`config.mk`:
```
export PLATFORM = sky130hd
export DESIGN_NAME = uart_xcvr
export DESIGN_NICKNAME = d
export VERILOG_FILES = /design/src/rtl/uart_xcvr_pkg.sv /design/src/rtl/uart_tx.sv /design/src/rtl/uart_rx.sv /design/src/rtl/uart_xcvr.sv
export SDC_FILE = /design/constraint.sdc
export NUM_CORES = 1
export LEC_CHECK = 0
export BUFFER_PORTS_ARGS = -buffer_cell sky130_fd_sc_hd__buf_2
export CELL_PAD_IN_SITES_DETAIL_PLACEMENT = 1
export CELL_PAD_IN_SITES_GLOBAL_PLACEMENT = 2
export CORE_UTILIZATION = 35
export CTS_CLUSTER_DIAMETER = 80
export CTS_CLUSTER_SIZE = 14
export DETAILED_ROUTE_END_ITERATION = 10
export PLACE_DENSITY = 0.86
export SLEW_MARGIN = 20
export SYNTH_ARGS = -nofsm -noshare
export SYNTH_HDL_FRONTEND = slang
export SYNTH_SLANG_ARGS = --single-unit
```
`constraint.sdc`:
```
create_clock -name clk -period 1.68 [get_ports clk]
set_input_delay 0.084 -clock clk [delete_from_list [all_inputs] [get_ports clk]]
set_output_delay 0.084 -clock clk [all_outputs]
set_load 0.005 [all_outputs]
```
`src/rtl/uart_xcvr_pkg.sv`:
```
package uart_xcvr_pkg;

    typedef enum logic [1:0] {
        PAR_NONE = 2'b00,
        PAR_ZERO = 2'b01,
        PAR_EVEN = 2'b10,
        PAR_ODD  = 2'b11
    } parity_e;

    typedef enum logic [2:0] {
        TX_IDLE,
        TX_START,
        TX_DATA,
        TX_PARITY,
        TX_STOP1,
        TX_STOP2
    } tx_state_e;

    typedef enum logic [2:0] {
        RX_IDLE,
        RX_START,
        RX_DATA,
        RX_PARITY,
        RX_STOP
    } rx_state_e;

    // Parity bit for a mode, given the XOR reduction of the data bits.
    function automatic logic par_bit(parity_e mode, logic data_xor);
        logic b;
        unique case (mode)
            PAR_EVEN: b = data_xor;
            PAR_ODD:  b = ~data_xor;
            default:  b = 1'b0;
        endcase
        return b;
    endfunction

endpackage

```
`src/rtl/uart_tx.sv`:
```
module uart_tx
    import uart_xcvr_pkg::*;
#(
    parameter int DATA_W = 8,
    parameter int OVS    = 16
) (
    input  logic              clk,
    input  logic              rst_n,
    input  logic              tick,
    input  logic              enable,
    input  logic              wr,
    input  logic [DATA_W-1:0] din,
    input  parity_e           par_mode,
    input  logic              two_stop,
    output logic              txd,
    output logic              done,
    output logic              busy
);
    localparam int CNT_W = $clog2(OVS);
    localparam int BIT_W = $clog2(DATA_W);

    tx_state_e          state_q, state_d;
    logic [CNT_W-1:0]   cnt_q;
    logic [BIT_W-1:0]   bit_q;
    logic [DATA_W-1:0]  shreg_q;
    logic [DATA_W-1:0]  hold_q;
    logic               hold_vld_q;
    parity_e            par_q;
    logic               two_q;
    logic               pbit_q;
    logic               bit_end;
    logic               last_bit;
    logic               load;

    assign bit_end  = tick && (cnt_q == CNT_W'(OVS - 1));
    assign last_bit = (bit_q == BIT_W'(DATA_W - 1));
    assign load     = (state_q == TX_IDLE) && hold_vld_q && enable;

    // Next-state logic
    always_comb begin
        state_d = state_q;
        unique case (state_q)
            TX_IDLE:   if (load) state_d = TX_START;
            TX_START:  if (bit_end) state_d = TX_DATA;
            TX_DATA:   if (bit_end && last_bit)
                           state_d = (par_q != PAR_NONE) ? TX_PARITY : TX_STOP1;
            TX_PARITY: if (bit_end) state_d = TX_STOP1;
            TX_STOP1:  if (bit_end) state_d = two_q ? TX_STOP2 : TX_IDLE;
            TX_STOP2:  if (bit_end) state_d = TX_IDLE;
            default:   state_d = TX_IDLE;
        endcase
    end

    // State register and datapath
    always_ff @(posedge clk or negedge rst_n) begin
        if (!rst_n) begin
            state_q    <= TX_IDLE;
            cnt_q      <= '0;
            bit_q      <= '0;
            shreg_q    <= '0;
            hold_q     <= '0;
            hold_vld_q <= 1'b0;
            par_q      <= PAR_NONE;
            two_q      <= 1'b0;
            pbit_q     <= 1'b0;
            done       <= 1'b0;
        end else begin
            state_q <= state_d;
            done    <= bit_end && (((state_q == TX_STOP1) && !two_q) ||
                                   (state_q == TX_STOP2));
            if (state_q == TX_IDLE) begin
                cnt_q <= '0;
            end else if (tick) begin
                cnt_q <= bit_end ? '0 : cnt_q + 1'b1;
            end
            if (load) begin
                shreg_q <= hold_q;
                bit_q   <= '0;
                par_q   <= par_mode;
                two_q   <= two_stop;
                pbit_q  <= par_bit(par_mode, ^hold_q);
            end else if ((state_q == TX_DATA) && bit_end) begin
                shreg_q <= shreg_q >> 1;
                bit_q   <= bit_q + 1'b1;
            end
            if (load) begin
                hold_vld_q <= 1'b0;
            end
            if (wr && enable) begin
                hold_q     <= din;
                hold_vld_q <= 1'b1;
            end
        end
    end

    // Output logic
    always_comb begin
        unique case (state_q)
            TX_START:  txd = 1'b0;
            TX_DATA:   txd = shreg_q[0];
            TX_PARITY: txd = pbit_q;
            default:   txd = 1'b1;
        endcase
    end

    assign busy = (state_q != TX_IDLE);

endmodule

```
`src/rtl/uart_rx.sv`:
```
module uart_rx
    import uart_xcvr_pkg::*;
#(
    parameter int DATA_W = 8,
    parameter int OVS    = 16
) (
    input  logic              clk,
    input  logic              rst_n,
    input  logic              tick,
    input  logic              enable,
    input  logic              rxd_raw,
    input  parity_e           par_mode,
    output logic              done,
    output logic [DATA_W-1:0] data,
    output logic              perr,
    output logic              ferr
);
    localparam int CNT_W = $clog2(OVS);
    localparam int BIT_W = $clog2(DATA_W);
    localparam int MID   = OVS / 2 - 1;

    rx_state_e          state_q, state_d;
    logic [CNT_W-1:0]   cnt_q;
    logic [BIT_W-1:0]   bit_q;
    logic [DATA_W-1:0]  shreg_q;
    logic [1:0]         sync_q;
    logic               rxs;
    parity_e            par_q;
    logic               perr_acc_q;
    logic               mid_hit;
    logic               ctr_hit;
    logic               last_bit;

    assign rxs      = sync_q[1];
    assign mid_hit  = tick && (cnt_q == CNT_W'(MID));
    assign ctr_hit  = tick && (cnt_q == CNT_W'(OVS - 1));
    assign last_bit = (bit_q == BIT_W'(DATA_W - 1));

    // Next-state logic
    always_comb begin
        state_d = state_q;
        unique case (state_q)
            RX_IDLE:   if (enable && !rxs) state_d = RX_START;
            RX_START:  if (mid_hit) state_d = rxs ? RX_IDLE : RX_DATA;
            RX_DATA:   if (ctr_hit && last_bit)
                           state_d = (par_q != PAR_NONE) ? RX_PARITY : RX_STOP;
            RX_PARITY: if (ctr_hit) state_d = RX_STOP;
            RX_STOP:   if (ctr_hit) state_d = RX_IDLE;
            default:   state_d = RX_IDLE;
        endcase
        if (!enable) begin
            state_d = RX_IDLE;
        end
    end

    // State register and datapath
    always_ff @(posedge clk or negedge rst_n) begin
        if (!rst_n) begin
            state_q    <= RX_IDLE;
            sync_q     <= 2'b11;
            cnt_q      <= '0;
            bit_q      <= '0;
            shreg_q    <= '0;
            par_q      <= PAR_NONE;
            perr_acc_q <= 1'b0;
        end else begin
            state_q <= state_d;
            sync_q  <= {sync_q[0], rxd_raw};
            if (state_d != state_q) begin
                cnt_q <= '0;
            end else if (tick) begin
                cnt_q <= ctr_hit ? '0 : cnt_q + 1'b1;
            end
            if (state_q == RX_IDLE) begin
                bit_q      <= '0;
                par_q      <= par_mode;
                perr_acc_q <= 1'b0;
            end
            if ((state_q == RX_DATA) && ctr_hit) begin
                shreg_q <= {rxs, shreg_q[DATA_W-1:1]};
                bit_q   <= bit_q + 1'b1;
            end
            if ((state_q == RX_PARITY) && ctr_hit) begin
                perr_acc_q <= (rxs != par_bit(par_q, ^shreg_q));
            end
        end
    end

    // Output logic: frame result registers
    always_ff @(posedge clk or negedge rst_n) begin
        if (!rst_n) begin
            done <= 1'b0;
            data <= '0;
            perr <= 1'b0;
            ferr <= 1'b0;
        end else begin
            done <= 1'b0;
            if ((state_q == RX_STOP) && ctr_hit && enable) begin
                done <= 1'b1;
                data <= shreg_q;
                perr <= perr_acc_q;
                ferr <= !rxs;
            end
        end
    end

endmodule

```
`src/rtl/uart_xcvr.sv`:
```
module uart_xcvr
    import uart_xcvr_pkg::*;
#(
    parameter int DATA_W = 8,
    parameter int OVS    = 16
) (
    input  logic              clk,
    input  logic              rst_n,
    input  logic              baud_tick,
    input  logic              mode_wr,
    input  logic [7:0]        mode_din,
    input  logic              tx_wr,
    input  logic [DATA_W-1:0] tx_din,
    input  logic              rx_rd,
    input  logic              err_clr,
    input  logic              rxd,
    output logic              txd,
    output logic              tx_irq,
    output logic              rx_irq,
    output logic [DATA_W-1:0] rx_data,
    output logic              err_parity,
    output logic              err_frame,
    output logic              err_overrun
);
    logic    tx_en, rx_en, two_stop, rx_sup;
    parity_e par_mode;
    logic    tx_busy;
    logic    rx_done, rx_perr, rx_ferr;
    logic    rx_full_q;
    logic    ovr_now;
    logic    unused_mode_bits;

    assign unused_mode_bits = mode_din[3] ^ mode_din[0];

    // Mode register
    always_ff @(posedge clk or negedge rst_n) begin
        if (!rst_n) begin
            tx_en    <= 1'b0;
            rx_en    <= 1'b0;
            par_mode <= PAR_NONE;
            two_stop <= 1'b0;
            rx_sup   <= 1'b0;
        end else if (mode_wr) begin
            tx_en    <= mode_din[7];
            rx_en    <= mode_din[6];
            par_mode <= parity_e'(mode_din[5:4]);
            two_stop <= mode_din[2];
            rx_sup   <= mode_din[1];
        end
    end

    uart_tx #(.DATA_W(DATA_W), .OVS(OVS)) tx_i (
        .clk      (clk),
        .rst_n    (rst_n),
        .tick     (baud_tick),
        .enable   (tx_en),
        .wr       (tx_wr),
        .din      (tx_din),
        .par_mode (par_mode),
        .two_stop (two_stop),
        .txd      (txd),
        .done     (tx_irq),
        .busy     (tx_busy)
    );

    uart_rx #(.DATA_W(DATA_W), .OVS(OVS)) rx_i (
        .clk      (clk),
        .rst_n    (rst_n),
        .tick     (baud_tick),
        .enable   (rx_en),
        .rxd_raw  (rxd),
        .par_mode (par_mode),
        .done     (rx_done),
        .data     (rx_data),
        .perr     (rx_perr),
        .ferr     (rx_ferr)
    );

    assign ovr_now = rx_done && rx_full_q;
    assign rx_irq  = rx_done && !(rx_sup && (rx_perr || rx_ferr || ovr_now));

    // Unread-byte tracking and sticky error flags
    always_ff @(posedge clk or negedge rst_n) begin
        if (!rst_n) begin
            rx_full_q   <= 1'b0;
            err_parity  <= 1'b0;
            err_frame   <= 1'b0;
            err_overrun <= 1'b0;
        end else begin
            if (rx_done) begin
                rx_full_q <= 1'b1;
            end else if (rx_rd) begin
                rx_full_q <= 1'b0;
            end
            if (err_clr) begin
                err_parity  <= 1'b0;
                err_frame   <= 1'b0;
                err_overrun <= 1'b0;
            end
            if (rx_done) begin
                if (rx_perr) err_parity  <= 1'b1;
                if (rx_ferr) err_frame   <= 1'b1;
                if (ovr_now) err_overrun <= 1'b1;
            end
        end
    end

endmodule

```
==> results of run 1 <==
==> kinds of logic after synthesis <==
group           Yosys count
compound gates           50
mux                      39
simple gates            103
flops                    76
xor+xnor                 16
buf+inv                  21
fa+ha+maj                 6
==> flip-flops by register name, indices dropped and copies added, names as in the netlist, 2 cells and up <==
name / cells
tx_i.cnt_q: 4
rx_i.cnt_q: 4
rx_i.bit_q: 3
rx_i.sync_q: 2
tx_i.hold_q: 8
tx_i.bit_q: 3
rx_i.par_q: 2
rx_i.data: 8
rx_i.shreg_q: 8
tx_i.state_q: 3
tx_i.par_q: 2
rx_i.state_q: 3
par_mode: 2
tx_i.shreg_q: 8
==> cells in the mapped netlist (2+ instances only) <==
library cell | number | area share
a31oi_1 | 3 | 0.0054
dfstp_2 | 2 | 0.015
and4_1 | 2 | 0.0051
nand3_1 | 3 | 0.0043
dfrtp_1 | 74 | 0.54
nor2b_1 | 2 | 0.0036
o21ai_0 | 13 | 0.019
nor3_1 | 3 | 0.0043
xnor2_1 | 10 | 0.025
ha_1 | 6 | 0.022
o31ai_1 | 2 | 0.0043
nor2_1 | 24 | 0.026
a22oi_1 | 8 | 0.017
xor2_1 | 4 | 0.010
nand4_1 | 4 | 0.0072
buf_2 | 8 | 0.012
and3_1 | 3 | 0.0054
xnor3_1 | 2 | 0.013
nor3_2 | 2 | 0.0058
a21oi_1 | 10 | 0.014
inv_1 | 8 | 0.0087
clkbuf_1 | 4 | 0.0043
a22o_1 | 3 | 0.0076
mux2_2 | 33 | 0.11
nand2b_1 | 3 | 0.0054
nand2_1 | 50 | 0.054
mux2i_1 | 6 | 0.017
==> area by class of cell <==
class	instances	area, um2
Clock buffer	9	124
Tap cell	129	161
Fill cell	1017	5000
Clock inverter	7	100
Timing Repair Buffer	76	559
Multi-Input combinational cell	214	1530
Inverter	8	30.0
Sequential cell	76	1910
==> through the flow <==
stage / cell area [um2] / hold slack [ps] / utilization / setup TNS [ps] / total power [mW]
final: 4410 / 161 / 0.468 / 0 / 5.27
after global routing: 4410 / 161 / 0.468 / -5.21 / 5.60
after CTS: 4360 / 137 / 0.463 / 0 / 5.29
after detailed placement: 3950 / 48.3 / 0.420 / 0 / 3.69
after global placement: 3950 / 45.3 / 0.420 / 0 / 3.59
after floorplan: 3490 / -212 / - / -217 / 3.21
==> worst min-delay path by stage <==
stage / start / end / slack [ps] / cells after the start
after floorplan: rst_n / err_frame$_DFF_PN0_ / -210 / 0
after global placement: rst_n / tx_i.shreg_q[3]$_DFFE_PN0P_ / 50 / 1
after detailed placement: rst_n / tx_i.shreg_q[3]$_DFFE_PN0P_ / 50 / 1
after CTS: baud_tick / tx_i.done$_DFF_PN0_ / 140 / 3
after global routing: mode_wr / rx_en$_DFFE_PN0P_ / 160 / 2
final: mode_wr / two_stop$_DFFE_PN0P_ / 160 / 2
==> power breakdown <==
| group | switching [mW] | total, mW | internal (mW) |
|---|---|---|---|
| registers | 0.282 | 2.42 | 2.14 |
| clock network | 0.699 | 1.54 | 0.843 |
| logic | 0.647 | 1.30 | 0.657 |
==> worst max-delay path, stage by stage (launching register included) <==
cell	delay (ps)
dfrtp_1	400
ha_4	170
nand4_1	180
nor3_4	230
buf_12	180
mux2_2	340
==> metal layers <==
layer  vias up  track usage  wire, um
met1      1259        0.221      3530
met5         -            0         0
met2        35        0.278      3840
met4         0       0.0635        84
li1       1229            -         -
met3         5       0.0214       156
==> repair_timing <==
| action | in CTS | in global routing |
|---|---|---|
| hold buffers | 18 | 0 |
| setup endpoints to repair | 2 | 25 |
| gates cloned | 0 | 0 |
| buffers inserted | 0 | 1 |
| gates resized for setup | 1 | 12 |
| pin swaps | 1 | 2 |
| endpoints found under the hold margin | 47 | 0 |
==> results.txt, run 1 <==
----------------------------------------------------
[Outcome]
  Result of the run ... finished clean

[Synthesis]
  Synthesized area per cell ... 11.1 um2
  Post-synthesis net count ... 341
  Yosys warning total ... 0
  Number of instances in the synthesized netlist ... 311
  Compound-Gate Fraction of Synth Area ... 0.0929
  Part of the Yosys area used for sequential elements ... 0.550
  Synth Cell Area ... 0.00346 mm2
  Share of async-settable or async-resettable flops after synthesis ... 1.00
  Number of flops mapped to enable cells by yosys ... 0
  Post-synthesis mux area share ... 0.125
  Simple-gate share of the synthesized area ... 0.136
  Library cells used by synthesis ... 46
  Largest family of logic cells by synthesized area ... simple AND/OR/NAND/NOR gates
  Predominant post-synthesis flop cell ... dfrtp_1
  Area share of xor/xnor cells in the synthesized design ... 0.0484
  #FFs+latches synth ... 76
  Adder-Cell Fraction of Synth Area ... 0.0217

[Floorplan]
  Horiz. Die Dim ... 101 um
  Initial standard-cell utilization of the core ... 0.368
  Die Outline Area ... 0.0103 mm2
  Placement Rows ... 35
  Count of pins on the block boundary ... 38
  Core outline area ... 0.00942 mm2
  Die H ... 101 um

[Clocking]
  Clock slew at the register clock pins of the worst setup and hold paths ... 80 ps
  Maximum clock insertion buffer count ... 2
  TritonCTS clock tree ... done
  CTS Root Cell ... clkbuf_8
  Worst-skew pair later-pin latency ... 340 ps
  Number of sinks driven by the clock tree ... 76
  Number of H-tree branching levels ... 3
  Number of clock buffers inserted by TritonCTS ... 9

[Layout]
  Most frequent standard cell in the layout excluding fill and tap cells ... dfrtp_1
  Top library cells by usage in the layout, fill and taps aside ... dfrtp_1 (71), nand2_1 (50), buf_2 (34)
  Synthesis-to-finish area growth ... 27.4%
  Antenna Diode Count ... 0
  Total Nets Final ... 415
  Fraction of final layout cells with drive strength greater than 1 ... 0.313
  Number of cells in the finished layout apart from fillers ... 519

[Pwr]
  Cell area power density ... 1190 mW/mm2
  Peak supply drop ... 520 uV
  Leakage power of the design ... 2.11 nW

[Drt]
  Number of vias in the routed layout ... 2528
  Post-detailed-route via-to-cell ratio ... 4.87
  Total wirelength of the detailed-routed design ... 7610 um
  Drt initial violations ... 111
  Post-route antenna net violation count ... 0
  Mean routed wirelength per cell ... 14.7 um
  DR DRC count ... 0
  First-pass detailed-route iteration total ... 5

[Place]
  Number of port buffers ... 35
  Last weighted congestion value of the routability-driven placer ... 0.740
  Worst slack at placement ... 24.5 ps
  Number of cells in the design after placement ... 484
  Detailed placement HPWL ... 5420 um

[Critical path]
  R2r endpoint ... rx_i.shreg_q[1]$_DFFE_PN0P_
  Crit path from ... rx_i.cnt_q[1]$_DFFE_PN0P_
  Critical path class ... flip-flop to flip-flop
  Start of the worst register-to-register path ... rx_i.cnt_q[1]$_DFFE_PN0P_
  R2R Setup Slk ... 70 ps
  Critical Path End Type ... flip-flop
  Depth of the most critical reg-to-reg path ... 5
  Signal arrival time at the worst endpoint ... 1840 ps
  Highest fanout seen on the critical path ... 13
  Destination of the critical timing path ... rx_i.shreg_q[1]$_DFFE_PN0P_
  Crit path required time ... 1910 ps
  Launching element type of the critical path ... flip-flop

[STA]
  Final setup vio count ... 0
  Number of failing hold endpoints at the final stage ... 0
  Share of the clock period used by the worst path after layout ... 0.960
  Fmax ... 0.620 GHz
  Worst setup skew after layout ... 9.29 ps
  Final min period ... 1610 ps
  Worst slew pin tran ... 423 ps
  Worst setup slack after layout ... 66.7 ps
  Worst slew margin relative to its limit ... 0.717
  Pins over their slew limit ... 0
  Unrepaired setup endpoints after global routing ... yes

[Flow run]
  Max-capacitance violation count ... 0

[Worst hold path]
  Worst hold-check path type ... input pin to flip-flop

[Global route]
  Vias in the first global route ... 2709
  Congestion Overflow GR ... 0
  Maximum number of pins on one net before global-route repair ... 35
  Global-route total usage across every layer ... 0.166
  Wire length of the first global-routing pass ... 13400 um
  Antenna violations before repair ... 0

----------------------------------------------------
No activity file was read; power rests on OpenSTA's default activity.
==> inputs of run 2 (changes only) <==
--- a/config.mk
+++ b/config.mk
@@ -8,12 +8,14 @@
 export BUFFER_PORTS_ARGS = -buffer_cell sky130_fd_sc_hd__buf_2
 export CELL_PAD_IN_SITES_DETAIL_PLACEMENT = 1
 export CELL_PAD_IN_SITES_GLOBAL_PLACEMENT = 2
-export CORE_UTILIZATION = 35
+export CORE_MARGIN = 4
+export CORE_UTILIZATION = 36
 export CTS_CLUSTER_DIAMETER = 80
 export CTS_CLUSTER_SIZE = 14
 export DETAILED_ROUTE_END_ITERATION = 10
-export PLACE_DENSITY = 0.86
+export PLACE_DENSITY = 0.85
 export SLEW_MARGIN = 20
 export SYNTH_ARGS = -nofsm -noshare
 export SYNTH_HDL_FRONTEND = slang
+export SYNTH_HIERARCHICAL = 1
 export SYNTH_SLANG_ARGS = --single-unit
==> constraint.sdc (replaced) <==
create_clock -name clk -period 1.68 [get_ports clk]
set_input_delay 0.084 -clock clk [delete_from_list [all_inputs] [get_ports clk]]
set_output_delay 0.084 -clock clk [all_outputs]
set_load 0.01 [all_outputs]
==> results.txt, run 2 <==
----------------------------------------------------
[Outcome]
  Result of the run ... finished clean

[Critical path]
  Critical path class ... flip-flop to flip-flop
  Chain of cells forming the critical path ... ha_1, ha_2, nor4bb_4, o21a_1, o22ai_2, o211ai_4, nor3_2
  Signal arrival time at the worst endpoint ... 1920 ps (+80 ps)
  Buffers & Inverters on Critical Path ... 0 (-1)
  CP max stage delay ... 380 ps (-20 ps)
  Highest fanout seen on the critical path ... 4 (-9)
  Top delay family on crit path ... compound AO/OA/AOI/OAI gates
  Launching element type of the critical path ... flip-flop
  Slowest cell on crit path ... dfrtp_1
  Crit path required time ... 1950 ps (+40 ps)
  Critical Path End Type ... flip-flop
  R2R Setup Slk ... 30 ps (-30 ps)

[Layout]
  Most frequent standard cell in the layout excluding fill and tap cells ... dfrtp_1
  Synthesis-to-finish area growth ... 23.2%
  Number of cells in the finished layout apart from fillers ... 529 (+1.9%)
  Filler instances ... 1133 (+11%)
  Fraction of final layout cells with drive strength greater than 1 ... 0.323 (+0.0103)
  Final instance area ... 0.00466 mm2 (+5.7%)
  Antenna Diode Count ... 0 (unchanged)
  Top library cells by usage in the layout, fill and taps aside ... dfrtp_1 (72), buf_2 (34), nand2_1 (32)
  Total Nets Final ... 419 (+0.96%)

[Drt]
  DR DRC count ... 0 (unchanged)
  Total wirelength of the detailed-routed design ... 8390 um (+10%)
  Drt initial violations ... 104 (-6.3%)
  Number of vias in the routed layout ... 2660 (+5.2%)
  Post-route antenna net violation count ... 0 (unchanged)
  Post-detailed-route via-to-cell ratio ... 5.03 (+3.2%)
  First-pass detailed-route iteration total ... 4 (-1)
  Mean routed wirelength per cell ... 15.9 um (+8.1%)

[Floorplan]
  Initial standard-cell utilization of the core ... 0.368 (+0.000699)
  Placement Rows ... 37 (+5.7%)
  Count of pins on the block boundary ... 38 (unchanged)
  Horiz. Die Dim ... 111 um (+9.0%)
  Die Outline Area ... 0.0122 mm2 (+19%)
  Core outline area ... 0.0103 mm2 (+9.2%)
  Die H ... 111 um (+9.0%)

[STA]
  Unrepaired setup endpoints after global routing ... yes
  Final setup vio count ... 0 (unchanged)
  Final min period ... 1650 ps (+33.0 ps)
  Number of failing hold endpoints at the final stage ... 0 (unchanged)
  Fmax ... 0.607 GHz (-2.0%)
  Hold slack final ... 18.3 ps (-143 ps)
  Share of the clock period used by the worst path after layout ... 0.980 (+0.0197)
  Worst slew margin relative to its limit ... 0.685 (-0.0319)
  Pins over their slew limit ... 0 (unchanged)
  Worst setup skew after layout ... 7.66 ps (-1.63 ps)
  Worst slew pin tran ... 469 ps (+45.2 ps)

[Place]
  Detailed placement HPWL ... 5650 um (+4.3%)
  Placement-stage cell area ... 0.00419 mm2 (+6.1%)
  Number of cells in the design after placement ... 495 (+2.3%)
  Number of port buffers ... 35 (unchanged)
  Last weighted congestion value of the routability-driven placer ... 0.801 (+8.3%)

[Synthesis]
  Yosys warning total ... 6 (+6)
  Number of instances in the synthesized netlist ... 316 (+1.6%)
  Post-synthesis net count ... 346 (+1.5%)
  Synth Cell Area ... 0.00378 mm2 (+9.4%)
  Synthesized area per cell ... 12.0 um2 (+7.6%)

[Clocking]
  TritonCTS clock tree ... done
  Maximum clock insertion buffer count ... 2 (unchanged)
  Number of clock buffers inserted by TritonCTS ... 9 (unchanged)
  Clock slew at the register clock pins of the worst setup and hold paths ... 70 ps (about the same)
  Number of sinks driven by the clock tree ... 76 (unchanged)
  Number of H-tree branching levels ... 3 (unchanged)
  Worst-skew pair later-pin latency ... 350 ps (about the same)
  CTS Root Cell ... clkbuf_8

[Flow run]
  Max-capacitance violation count ... 0 (unchanged)

[Global route]
  Wire length of the first global-routing pass ... 14500 um (+8.2%)
  Vias in the first global route ... 2912 (+7.5%)
  Antenna violations before repair ... 0 (unchanged)
  Congestion Overflow GR ... 0 (unchanged)
  Global-route total usage across every layer ... 0.144 (-0.0227)
  Maximum number of pins on one net before global-route repair ... 62 (+77%)

[Pwr]
  Peak supply drop ... 487 uV (-6.5%)
  Cell area power density ... 1070 mW/mm2 (-10%)
  Leakage power of the design ... 2.27 nW (+7.7%)

[Worst hold path]
  Worst hold-check path type ... input pin to flip-flop

----------------------------------------------------
==> run 2: what timing repair did <==
action,in CTS,in global routing
endpoints found under the hold margin,92,0
pin swaps,1,9
hold buffers,17,0
buffers inserted,0,2
setup endpoints to repair,11,14
gates resized for setup,4,16
==> run 2: worst paths after layout <==
kind	from	to	cells past startpoint
max reg2reg	rx_i/bit_q[0]$_DFFE_PN0P_	rx_i/cnt_q[0]$_DFFE_PN0P_	7
max in group asynchronous	rst_n	rx_i/sync_q[1]$_DFF_PN1_	3
max	rx_i/bit_q[0]$_DFFE_PN0P_	rx_i/cnt_q[0]$_DFFE_PN0P_	7
min in group asynchronous	rst_n	tx_i/hold_q[2]$_DFFE_PN0P_	2
min reg2reg	rx_i/sync_q[0]$_DFF_PN1_	rx_i/sync_q[1]$_DFF_PN1_	0
min	rx_rd	rx_full_q$_DFFE_PN0P_	3
==> run 2: final cells by class <==
class                   count  area [um2]  area share
repair buffers             77         577       0.124
well taps                 136         170      0.0365
clock inverters             2        35.0     0.00751
inverters                   7        26.3     0.00563
clock buffers              13         149      0.0319
flip-flops and latches     76        1910       0.409
multi-input cells         218        1800       0.386
==> run 2: layer usage <==
metal,part of all wire,vias up,track usage
met5,0,-,0
met4,0.0076,0,0.0296
met3,0.031,8,0.0444
met2,0.51,40,0.250
met1,0.45,1346,0.176
li1,-,1266,-
==> run 2: per-stage QoR <==
stage | TNS, ps | util | worst slack [ps] | total power [mW]
floorplan | 0 | - | 21.9 | 3.18
global placement | -0.499 | 0.408 | -0.499 | 3.53
detailed placement | -208 | 0.408 | -56.1 | 3.60
CTS | -26.8 | 0.444 | -13.4 | 5.03
global route | -313 | 0.454 | -85.4 | 5.34
finish | 0 | 0.454 | 33.7 | 5.00
==> run 2: worst reg2reg max path: stages (launching register included) <==
cell	delay (ps)
dfrtp_1	380
ha_1	210
ha_2	210
nor4bb_4	160
o21a_1	200
o22ai_2	140
o211ai_4	140
nor3_2	130
==> run 2: report_power, final <==
group | internal, mW | switching [mW] | leakage (nW)
sequential | 2.11 | 0.285 | 0.984
clock | 0.719 | 0.630 | 0.0935
combinational | 0.670 | 0.591 | 1.20
